File: src/rtl/dma_pkg.sv
package dma_pkg;
  typedef enum logic [1:0] {
    ST_IDLE = 2'd0,
    ST_WAIT = 2'd1,
    ST_XA   = 2'd2,
    ST_XB   = 2'd3
  } dma_st_e;
endpackage

File: src/rtl/dma_prio_arb.sv
module dma_prio_arb #(
  parameter int N = 4,
  localparam int IDX_W = (N > 1) ? $clog2(N) : 1
) (
  input  logic [N-1:0]     req,
  output logic [IDX_W-1:0] gnt_idx,
  output logic             gnt_vld
);
  // lowest index wins: scan from the top so the last hit is the smallest
  always_comb begin
    gnt_idx = '0;
    gnt_vld = 1'b0;
    for (int i = N - 1; i >= 0; i--) begin
      if (req[i]) begin
        gnt_idx = IDX_W'(i);
        gnt_vld = 1'b1;
      end
    end
  end
endmodule

File: src/rtl/dma_chan_regs.sv
module dma_chan_regs #(
  parameter int ADDR_W = 16,
  parameter int CNT_W  = 8
) (
  input  logic              clk,
  input  logic              rst,
  input  logic              prog,
  input  logic              prog_dir,
  input  logic [ADDR_W-1:0] prog_addr,
  input  logic [CNT_W-1:0]  prog_cnt,
  input  logic              busy,
  input  logic              step,
  input  logic              finish,
  output logic              armed,
  output logic              dir,
  output logic [ADDR_W-1:0] addr,
  output logic [CNT_W-1:0]  cnt,
  output logic              done_irq
);
  always_ff @(posedge clk) begin
    if (rst) begin
      armed    <= 1'b0;
      dir      <= 1'b0;
      addr     <= '0;
      cnt      <= '0;
      done_irq <= 1'b0;
    end else if (prog && !busy) begin
      armed    <= 1'b1;
      dir      <= prog_dir;
      addr     <= prog_addr;
      cnt      <= prog_cnt;
      done_irq <= 1'b0;
    end else begin
      if (step) begin
        addr <= addr + 1'b1;
        if (cnt != '0) cnt <= cnt - 1'b1;
      end
      if (finish) begin
        armed    <= 1'b0;
        done_irq <= 1'b1;
      end
    end
  end

  // a write during service leaves the count untouched
  p_prog_blocked_r10: assert property (@(posedge clk) disable iff (rst)
    (prog && busy && !step) |=> $stable(cnt));
endmodule

File: src/rtl/dma_flyby.sv
module dma_flyby #(
  parameter int NCH    = 4,
  parameter int ADDR_W = 16,
  parameter int CNT_W  = 8,
  localparam int CH_W  = (NCH > 1) ? $clog2(NCH) : 1
) (
  input  logic              clk,
  input  logic              rst,
  input  logic              cfg_we,
  input  logic [CH_W-1:0]   cfg_ch,
  input  logic              cfg_dir,
  input  logic [ADDR_W-1:0] cfg_addr,
  input  logic [CNT_W-1:0]  cfg_cnt,
  input  logic [NCH-1:0]    dev_req,
  output logic [NCH-1:0]    dev_ack,
  output logic              hold_req,
  input  logic              hold_ack,
  output logic [ADDR_W-1:0] mem_addr,
  output logic              mem_rd,
  output logic              mem_wr,
  output logic              io_rd,
  output logic              io_wr,
  output logic              tc,
  output logic [NCH-1:0]    irq
);
  import dma_pkg::*;

  dma_st_e           state;
  logic [CH_W-1:0]   cur;
  logic              last_q;
  logic [NCH-1:0]    ch_armed, ch_dir;
  logic [ADDR_W-1:0] ch_addr [NCH];
  logic [CNT_W-1:0]  ch_cnt  [NCH];
  logic [CH_W-1:0]   gnt_idx;
  logic              gnt_vld;
  logic              go_xfer;
  logic              sel_dir, sel_last;
  logic [ADDR_W-1:0] sel_addr;

  generate
    for (genvar g = 0; g < NCH; g++) begin : g_ch
      dma_chan_regs #(.ADDR_W(ADDR_W), .CNT_W(CNT_W)) i_regs (
        .clk      (clk),
        .rst      (rst),
        .prog     (cfg_we && (cfg_ch == CH_W'(g))),
        .prog_dir (cfg_dir),
        .prog_addr(cfg_addr),
        .prog_cnt (cfg_cnt),
        .busy     ((state != ST_IDLE) && (cur == CH_W'(g))),
        .step     ((state == ST_XA) && (cur == CH_W'(g))),
        .finish   ((state == ST_XB) && last_q && (cur == CH_W'(g))),
        .armed    (ch_armed[g]),
        .dir      (ch_dir[g]),
        .addr     (ch_addr[g]),
        .cnt      (ch_cnt[g]),
        .done_irq (irq[g])
      );
    end
  endgenerate

  dma_prio_arb #(.N(NCH)) i_arb (
    .req    (ch_armed & dev_req),
    .gnt_idx(gnt_idx),
    .gnt_vld(gnt_vld)
  );

  always_comb begin
    sel_dir  = ch_dir[cur];
    sel_addr = ch_addr[cur];
    sel_last = (ch_cnt[cur] == '0);
    go_xfer  = ((state == ST_WAIT) && hold_ack) || ((state == ST_XB) && !last_q);
  end

  always_ff @(posedge clk) begin
    if (rst) begin
      state    <= ST_IDLE;
      cur      <= '0;
      last_q   <= 1'b0;
      hold_req <= 1'b0;
      dev_ack  <= '0;
      mem_addr <= '0;
      mem_rd   <= 1'b0;
      mem_wr   <= 1'b0;
      io_rd    <= 1'b0;
      io_wr    <= 1'b0;
      tc       <= 1'b0;
    end else begin
      case (state)
        ST_IDLE: if (gnt_vld) begin
          cur      <= gnt_idx;
          hold_req <= 1'b1;
          state    <= ST_WAIT;
        end
        ST_WAIT: ;
        ST_XA: begin
          mem_rd <= 1'b0;
          mem_wr <= 1'b0;
          io_rd  <= 1'b0;
          io_wr  <= 1'b0;
          tc     <= 1'b0;
          state  <= ST_XB;
        end
        ST_XB: if (last_q) begin
          hold_req <= 1'b0;
          dev_ack  <= '0;
          state    <= ST_IDLE;
        end
        default: state <= ST_IDLE;
      endcase
      if (go_xfer) begin
        state    <= ST_XA;
        dev_ack  <= {{(NCH-1){1'b0}}, 1'b1} << cur;
        mem_addr <= sel_addr;
        mem_rd   <= !sel_dir;
        io_wr    <= !sel_dir;
        mem_wr   <= sel_dir;
        io_rd    <= sel_dir;
        tc       <= sel_last;
        last_q   <= sel_last;
      end
    end
  end

  // acknowledge only follows a sampled grant
  p_ack_after_grant_r3: assert property (@(posedge clk) disable iff (rst)
    $rose(|dev_ack) |-> $past(hold_ack));
  // acknowledge never outlives the bus request
  p_ack_under_hold_r7: assert property (@(posedge clk) disable iff (rst)
    (|dev_ack) |-> hold_req);

  p_onehot_ack_r11: assert property (@(posedge clk) disable iff (rst)
    $onehot0(dev_ack));
  // strobe pairs exclusive
  p_dir_excl_r4: assert property (@(posedge clk) disable iff (rst)
    (mem_rd || io_wr) |-> !(mem_wr || io_rd));
  // strobes last exactly one clock
  p_strobe_single_r5: assert property (@(posedge clk) disable iff (rst)
    (mem_rd || mem_wr) |=> !(mem_rd || mem_wr));
  // terminal count only alongside a strobe
  p_tc_on_strobe_r6: assert property (@(posedge clk) disable iff (rst)
    tc |-> (mem_rd || mem_wr));
  // served channel fixed for the whole service
  p_no_switch_r9: assert property (@(posedge clk) disable iff (rst)
    ((|dev_ack) && $past(|dev_ack)) |-> $stable(dev_ack));
endmodule

File: config.mk
export PLATFORM = sky130hd
export DESIGN_NAME = dma_flyby
export DESIGN_NICKNAME = d
export VERILOG_FILES = /design/src/rtl/dma_pkg.sv /design/src/rtl/dma_prio_arb.sv /design/src/rtl/dma_chan_regs.sv /design/src/rtl/dma_flyby.sv
export SDC_FILE = /design/constraint.sdc
export NUM_CORES = 1
export LEC_CHECK = 0
export ABC_CLOCK_PERIOD_IN_PS = 5200
export CAP_MARGIN = 0
export CORE_ASPECT_RATIO = 0.7
export CORE_MARGIN = 4
export CORE_UTILIZATION = 35
export CTS_CLUSTER_DIAMETER = 40
export DETAILED_ROUTE_END_ITERATION = 6
export SLEW_MARGIN = 20
export SYNTH_ARGS = -nofsm -noshare
export SYNTH_HDL_FRONTEND = slang
export SYNTH_SLANG_ARGS = --single-unit
File: constraint.sdc
create_clock -name clk -period 5.2 [get_ports clk]
set_input_delay 0.52 -clock clk [delete_from_list [all_inputs] [get_ports clk]]
set_output_delay 0.52 -clock clk [all_outputs]
set_load 0.03 [all_outputs]
# == Word level (Yosys, flattened, before mapping) ==
# Index checks and enable logic that the tools add are counted.
# Widths: inputs -> output; s select.
# op_classes
shifts,1
n_lt_le_gt_ge,2
n_addsub,8
n_eq_ne,13
n_mux,58
bitwise_logic,2
n_reduce_logical,71
# ops
operator,count
$mux 16,10
$mux 8,14
$add 16x1->16 const B,4
$reduce_bool 2->1,17
$bmux 16 s2,1
$reduce_bool 8->1,4
$sub 8x1->8 const B,4
$logic_and 1x1->1,23
$mux 1,19
$bmux 8 s2,1
$mux 2,7
$eq 2x2->1 const B,6
$mux 4,3
$reduce_and 2->1,6
$reduce_or 2->1,5
$reduce_and 3->1,3
$logic_not 8->1,1
$eq 2x1->1 const B,3
$logic_not 1->1,6
$logic_not 2->1,3
$ne 3x3->1 const B,2
$pmux 2 s3,1
$and 4x4->4,1
$ne 2x2->1 const B,2
9 further kinds,9
# totals
input_bits,35
output_inout_bits,30
ff_bits,137
elab_cells,185

# == Logic depth before layout (Yosys ltp) ==
# logic_depth
ltp_word,8
depth_mapped,8

# == Cells and area by module ==
# Synthesis repeated with hierarchy kept, for this count alone.
# unflattened
cells_unflattened,907
hier_area_um2,7681.1
# by_module_without_submodules
module,cells_per_inst,n_inst,area_per_inst_um2
dma_chan_regs,175,4,1468.9
dma_flyby,200,1,1770.4
dma_prio_arb,7,1,35.0

# == Least setup slack after synthesis ==
# OpenSTA, ideal clock, no wires.
# synth_path
path_type,reg-to-reg
from,register state[0]
to,register g_ch[0].i_regs.addr[12]
path_buffers,1
required_ns,5.109
path_slack_ns,2.917
setup_ns,0.091
arrival_ns,2.192
path_stages_with_launch,8
path_cell_list,dfxtp_1 -> inv_1 -> ha_1 -> or3b_1 -> buf_2 -> or4_1 -> or3_1 -> a311oi_1
# synth_between
elab_chain_cells,5
# synth_lines
element,line,rtl
from (decl),dma_flyby.sv:28,dma_st_e state;
from (signal assigned),dma_flyby.sv:76,state <= ST_IDLE;
from (signal assigned),dma_flyby.sv:92,state <= ST_WAIT;
from (signal assigned),dma_flyby.sv:101,state <= ST_XB;
$reduce_bool 2->1,dma_flyby.sv:49,".busy ((state != ST_IDLE) && (cur == CH_W'(g))),"
$logic_and 1x1->1,dma_flyby.sv:49,
$logic_not 1->1,dma_chan_regs.sv:27,end else if (prog && !busy) begin
$logic_and 1x1->1,dma_chan_regs.sv:27,
$mux 16 / $reduce_bool 2->1 (equally long branches),n/a,
to (signal assigned),dma_chan_regs.sv:30,addr <= prog_addr;
to (signal assigned),dma_chan_regs.sv:35,addr <= addr + 1'b1;
to (decl),dma_chan_regs.sv:16,"output logic [ADDR_W-1:0] addr,"
# Several ways; a longest one is shown, not always the timed one.
# A chain may end at the register's enable or synchronous reset.

# == Worst setup path in the final report ==
# layout_path
from,register cur[0]
to,register g_ch[1].i_regs.addr[15]
# layout_between
elab_chain_cells,5
# layout_lines
element,line,rtl
from (decl),dma_flyby.sv:29,logic [CH_W-1:0] cur;
from (signal assigned),dma_flyby.sv:90,cur <= gnt_idx;
$eq 2x1->1 *,"dma_flyby.sv:49, dma_flyby.sv:50",
$logic_and 1x1->1,dma_flyby.sv:49,
$logic_not 1->1,dma_chan_regs.sv:27,
$logic_and 1x1->1,dma_chan_regs.sv:27,
$mux 16 / $reduce_bool 2->1 (equally long branches),n/a,
to (signal assigned),dma_chan_regs.sv:30,
to (signal assigned),dma_chan_regs.sv:35,
to (decl),dma_chan_regs.sv:16,
# Mark *: on every way between the ends. The rest lies on a longest branch, timed or not.

==> impl_metrics.py <==
metrics = {
    "run_status": {
        "status": "finished clean",
    },
    "clock_tree": {
        "cts_tree": "done",
        "cts_buffers": 17,
        "insertion_delay_ns": 0.43,
        "path_clk_slew_ns": 0.06,
        "htreeDepth": 4,
        "cts_resized": 0,
        "postCtsHoldBufs": 0,
        "cts_setup_buffers": 0,
        "cts_root_buf": "clkbuf_16",
        "clock-sinks": 137,
        "clockBufferDepth": 2,
    },
    "setup_path": {
        "worstPathRequired_ns": 5.54,
        "reg2reg_depth": 5,
        "reg2reg_to": "g_ch[1].i_regs.addr[15]",
        "arrival_ns": 3.28,
        "rrSetupSlack_ns": 2.26,
        "crit_fanout": 25,
        "critPathCaptureType": "register",
        "critical_path_class": "register to register",
        "r2r-start": "cur[0]",
        "startpoint": "cur[0]",
        "startpoint_type": "register",
    },
    "placed_design": {
        "dp_cells": 1160,
        "placed_cell_area_sq_um": 8310,
        "hpwlAfterDp_um": 14300,
        "place_ws_ns": 2.25,
        "portBuffers": 64,
        "place_congestion": 0.830,
    },
    "grt": {
        "antenna_found_initial": 0,
        "grt_util_all_layers_pct": 17.9,
        "grt_overflow": 0,
        "grt_max_degree": 74,
        "grt_pass1_wl_um": 34100,
        "grt_pass1_vias": 6199,
    },
    "die": {
        "die_w_um": 183,
        "boundaryPins": 65,
        "core_sq_um": 20900,
        "start_util_pct": 35.8,
        "die_area_sq_um": 23800,
        "rows": 44,
        "die_h_um": 130,
    },
    "sta": {
        "tns_ns": 0,
        "setup_viol": 0,
        "hold_viol_final": 0,
        "max_slew_margin_pct": 39.8,
        "setup_slack_ns": 2.26,
        "fmax_mhz": 340,
        "slew_viol_final": 0,
        "final.min_clock_period_ns": 2.94,
        "finClkSkew_ns": 0.00703,
        "tightest_slew_ns": 0.895,
        "grt_setup_unrepaired": "false",
        "min_period_over_period_pct": 56.5,
    },
    "synthesis": {
        "synth_edf_count": 0,
        "yosysSeqAreaShare_pct": 36.7,
        "synth_top_area_share_pct": 36.7,
        "syn_nets": 921,
        "yosys.cell_types.count": 64,
        "syn_inst": 870,
        "synthFlopType": "dfxtp_1",
        "avgSynthCellArea_sq_um": 8.58,
        "netlist_top_cells_area": "dfxtp_1 37%, a211oi_1 6.9%, nor2_1 5.7%",
        "ys_seq_elements": 137,
        "async_reset_ff_share_pct": 0,
        "yosysWarnings": 0,
        "yosysTopAreaCell": "dfxtp_1",
        "synth.cell_area_sq_um": 7460,
    },
    "detailed_routing": {
        "wirelength_um": 20800,
        "drc": 0,
        "viasPerCell": 5.54,
        "wire_per_inst_um": 17.5,
        "drtAntennaViolNets": 0,
        "vias": 6598,
        "drtIter0Drc": 527,
        "first_pass_iters": 5,
    },
    "hold_path": {
        "holdPathStages": 2,
        "holdPathEnd": "mem_addr[12]",
        "min_from": "mem_addr[12]",
        "hold_path.class": "register to register",
    },
    "power_and_ir_drop": {
        "switching_power_mw": 0.994,
        "power_mw": 3.24,
        "swShare_pct": 30.7,
        "ir_drop_mv": 0.269,
        "comb_power_share_pct": 21.1,
        "power.internal_mw": 2.25,
        "power_density_nw_per_um2": 362,
        "p_leak_nw": 2.85,
        "p_seq_share_pct": 38.5,
        "p_clk_share_pct": 40.3,
    },
    "layout": {
        "n_antenna_cell": 0,
        "fin_cells": 1191,
        "final_nets": 954,
        "design_area_sq_um": 8940,
        "syn2layout_area_growth_pct": 19.8,
        "drive_gt1_share_pct": 9.18,
    },
    "flow_run": {
        "maxCapViolCount": 0,
    },
}
-- power by group through the flow --
stage | combinational, mW | sequential, mW | clock (mW)
floorplan | 0.460 | 1.26 | 0
global placement | 0.683 | 1.27 | 0
detailed placement | 0.684 | 1.27 | 0
CTS | 0.687 | 1.25 | 1.33
global route | 0.764 | 1.26 | 1.38
finish | 0.684 | 1.25 | 1.31
-- how the worst max path moves through the flow --
stage,endpoint,slack [ns],cells past startpoint
after floorplan,g_ch[0].i_regs.addr[12],2.92,7
after global placement,g_ch[1].i_regs.addr[15],2.33,6
after detailed placement,g_ch[1].i_regs.addr[15],2.25,5
after CTS,g_ch[1].i_regs.addr[15],2.26,5
after global routing,g_ch[3].i_regs.cnt[7],2.00,5
final,g_ch[1].i_regs.addr[15],2.26,5
-- placed cells by master, fill, tap and decap left out, types with 9 or more instances in the layout --
master	count
a21oi_1	32
o31ai_1	13
o21ai_0	26
clkdlybuf4s50_1	63
nor3_1	18
nand3_1	23
xor2_1	20
nor2_1	113
nor4_1	12
mux4_2	17
clkbuf_16	17
xnor2_1	33
dfxtp_1	136
inv_1	30
buf_4	9
a211oi_1	69
or3_1	18
nand2_1	71
or4_1	18
a311oi_1	27
ha_1	16
nand4_1	18
-- state kept, by name, indices dropped and copies added (netlist names) --
signal,flops
io_rd,1
g_ch.i_regs.addr,64
g_ch.i_regs.cnt,32
dev_ack,4
hold_req,1
last_q,1
g_ch.i_regs.dir,4
g_ch.i_regs.armed,4
mem_addr,16
tc,1
state,2
g_ch.i_regs.done_irq,4
io_wr,1
cur,2
-- cell families (layout without fill, tap and decap cells) --
logic type               after synthesis  after routing  share of synthesized area [%]
multiplexers                          27             27                           6.52
XOR/XNOR                              53             53                           6.22
AO/OA/AOI/OAI                        209            209                           19.9
adder cells (fa/ha/maj)               16             16                           2.68
flip-flops                           137            137                           36.7
buffers and inverters                 88            133                           4.86
AND/OR/NAND/NOR                      340            340                           23.1
-- Yosys cell counts (12+ instances only) --
library cell  instances
a211oi_1             69
a21oi_1              32
a311oi_1             27
clkbuf_1             39
dfxtp_1             137
ha_1                 16
inv_1                30
mux4_2               17
nand2_1              71
nand3_1              23
nand4_1              18
nor2_1              113
nor3_1               18
nor4_1               12
o21ai_0              26
o31ai_1              13
or3_1                18
or4_1                18
xnor2_1              33
xor2_1               20
-- worst max-delay path: stages, from the launching register on --
cell      delay (ns)
dfxtp_1         0.75
buf_4           0.42
nand4b_2        0.28
or4_4           0.67
or4_1           0.48
a311oi_1        0.25
-- metrics by stage --
step,util [%],hold slack [ns]
after floorplan,-,0.433
after global placement,39.8,0.437
after detailed placement,39.8,0.446
after CTS,42.8,0.455
after global routing,42.8,0.473
final,42.8,0.449
-- per-layer routing --
metal  vias up  routed length (um)  track usage (%)
li1       3321                   -                -
met1      3106               10900             26.7
met2       156                8740             26.6
met3        15                1010             3.90
met4         0                 167             3.75
met5         -                   0                0
-- layout make-up --
| type | count | area (sq um) |
|---|---|---|
| Clock buffer | 19 | 453 |
| Clock inverter | 12 | 174 |
| Fill cell | 2060 | 11900 |
| Inverter | 30 | 113 |
| Multi-Input combinational cell | 645 | 4410 |
| Sequential cell | 137 | 2740 |
| Tap cell | 276 | 345 |
| Timing Repair Buffer | 72 | 698 |
No activity file was read; power rests on OpenSTA's default activity.
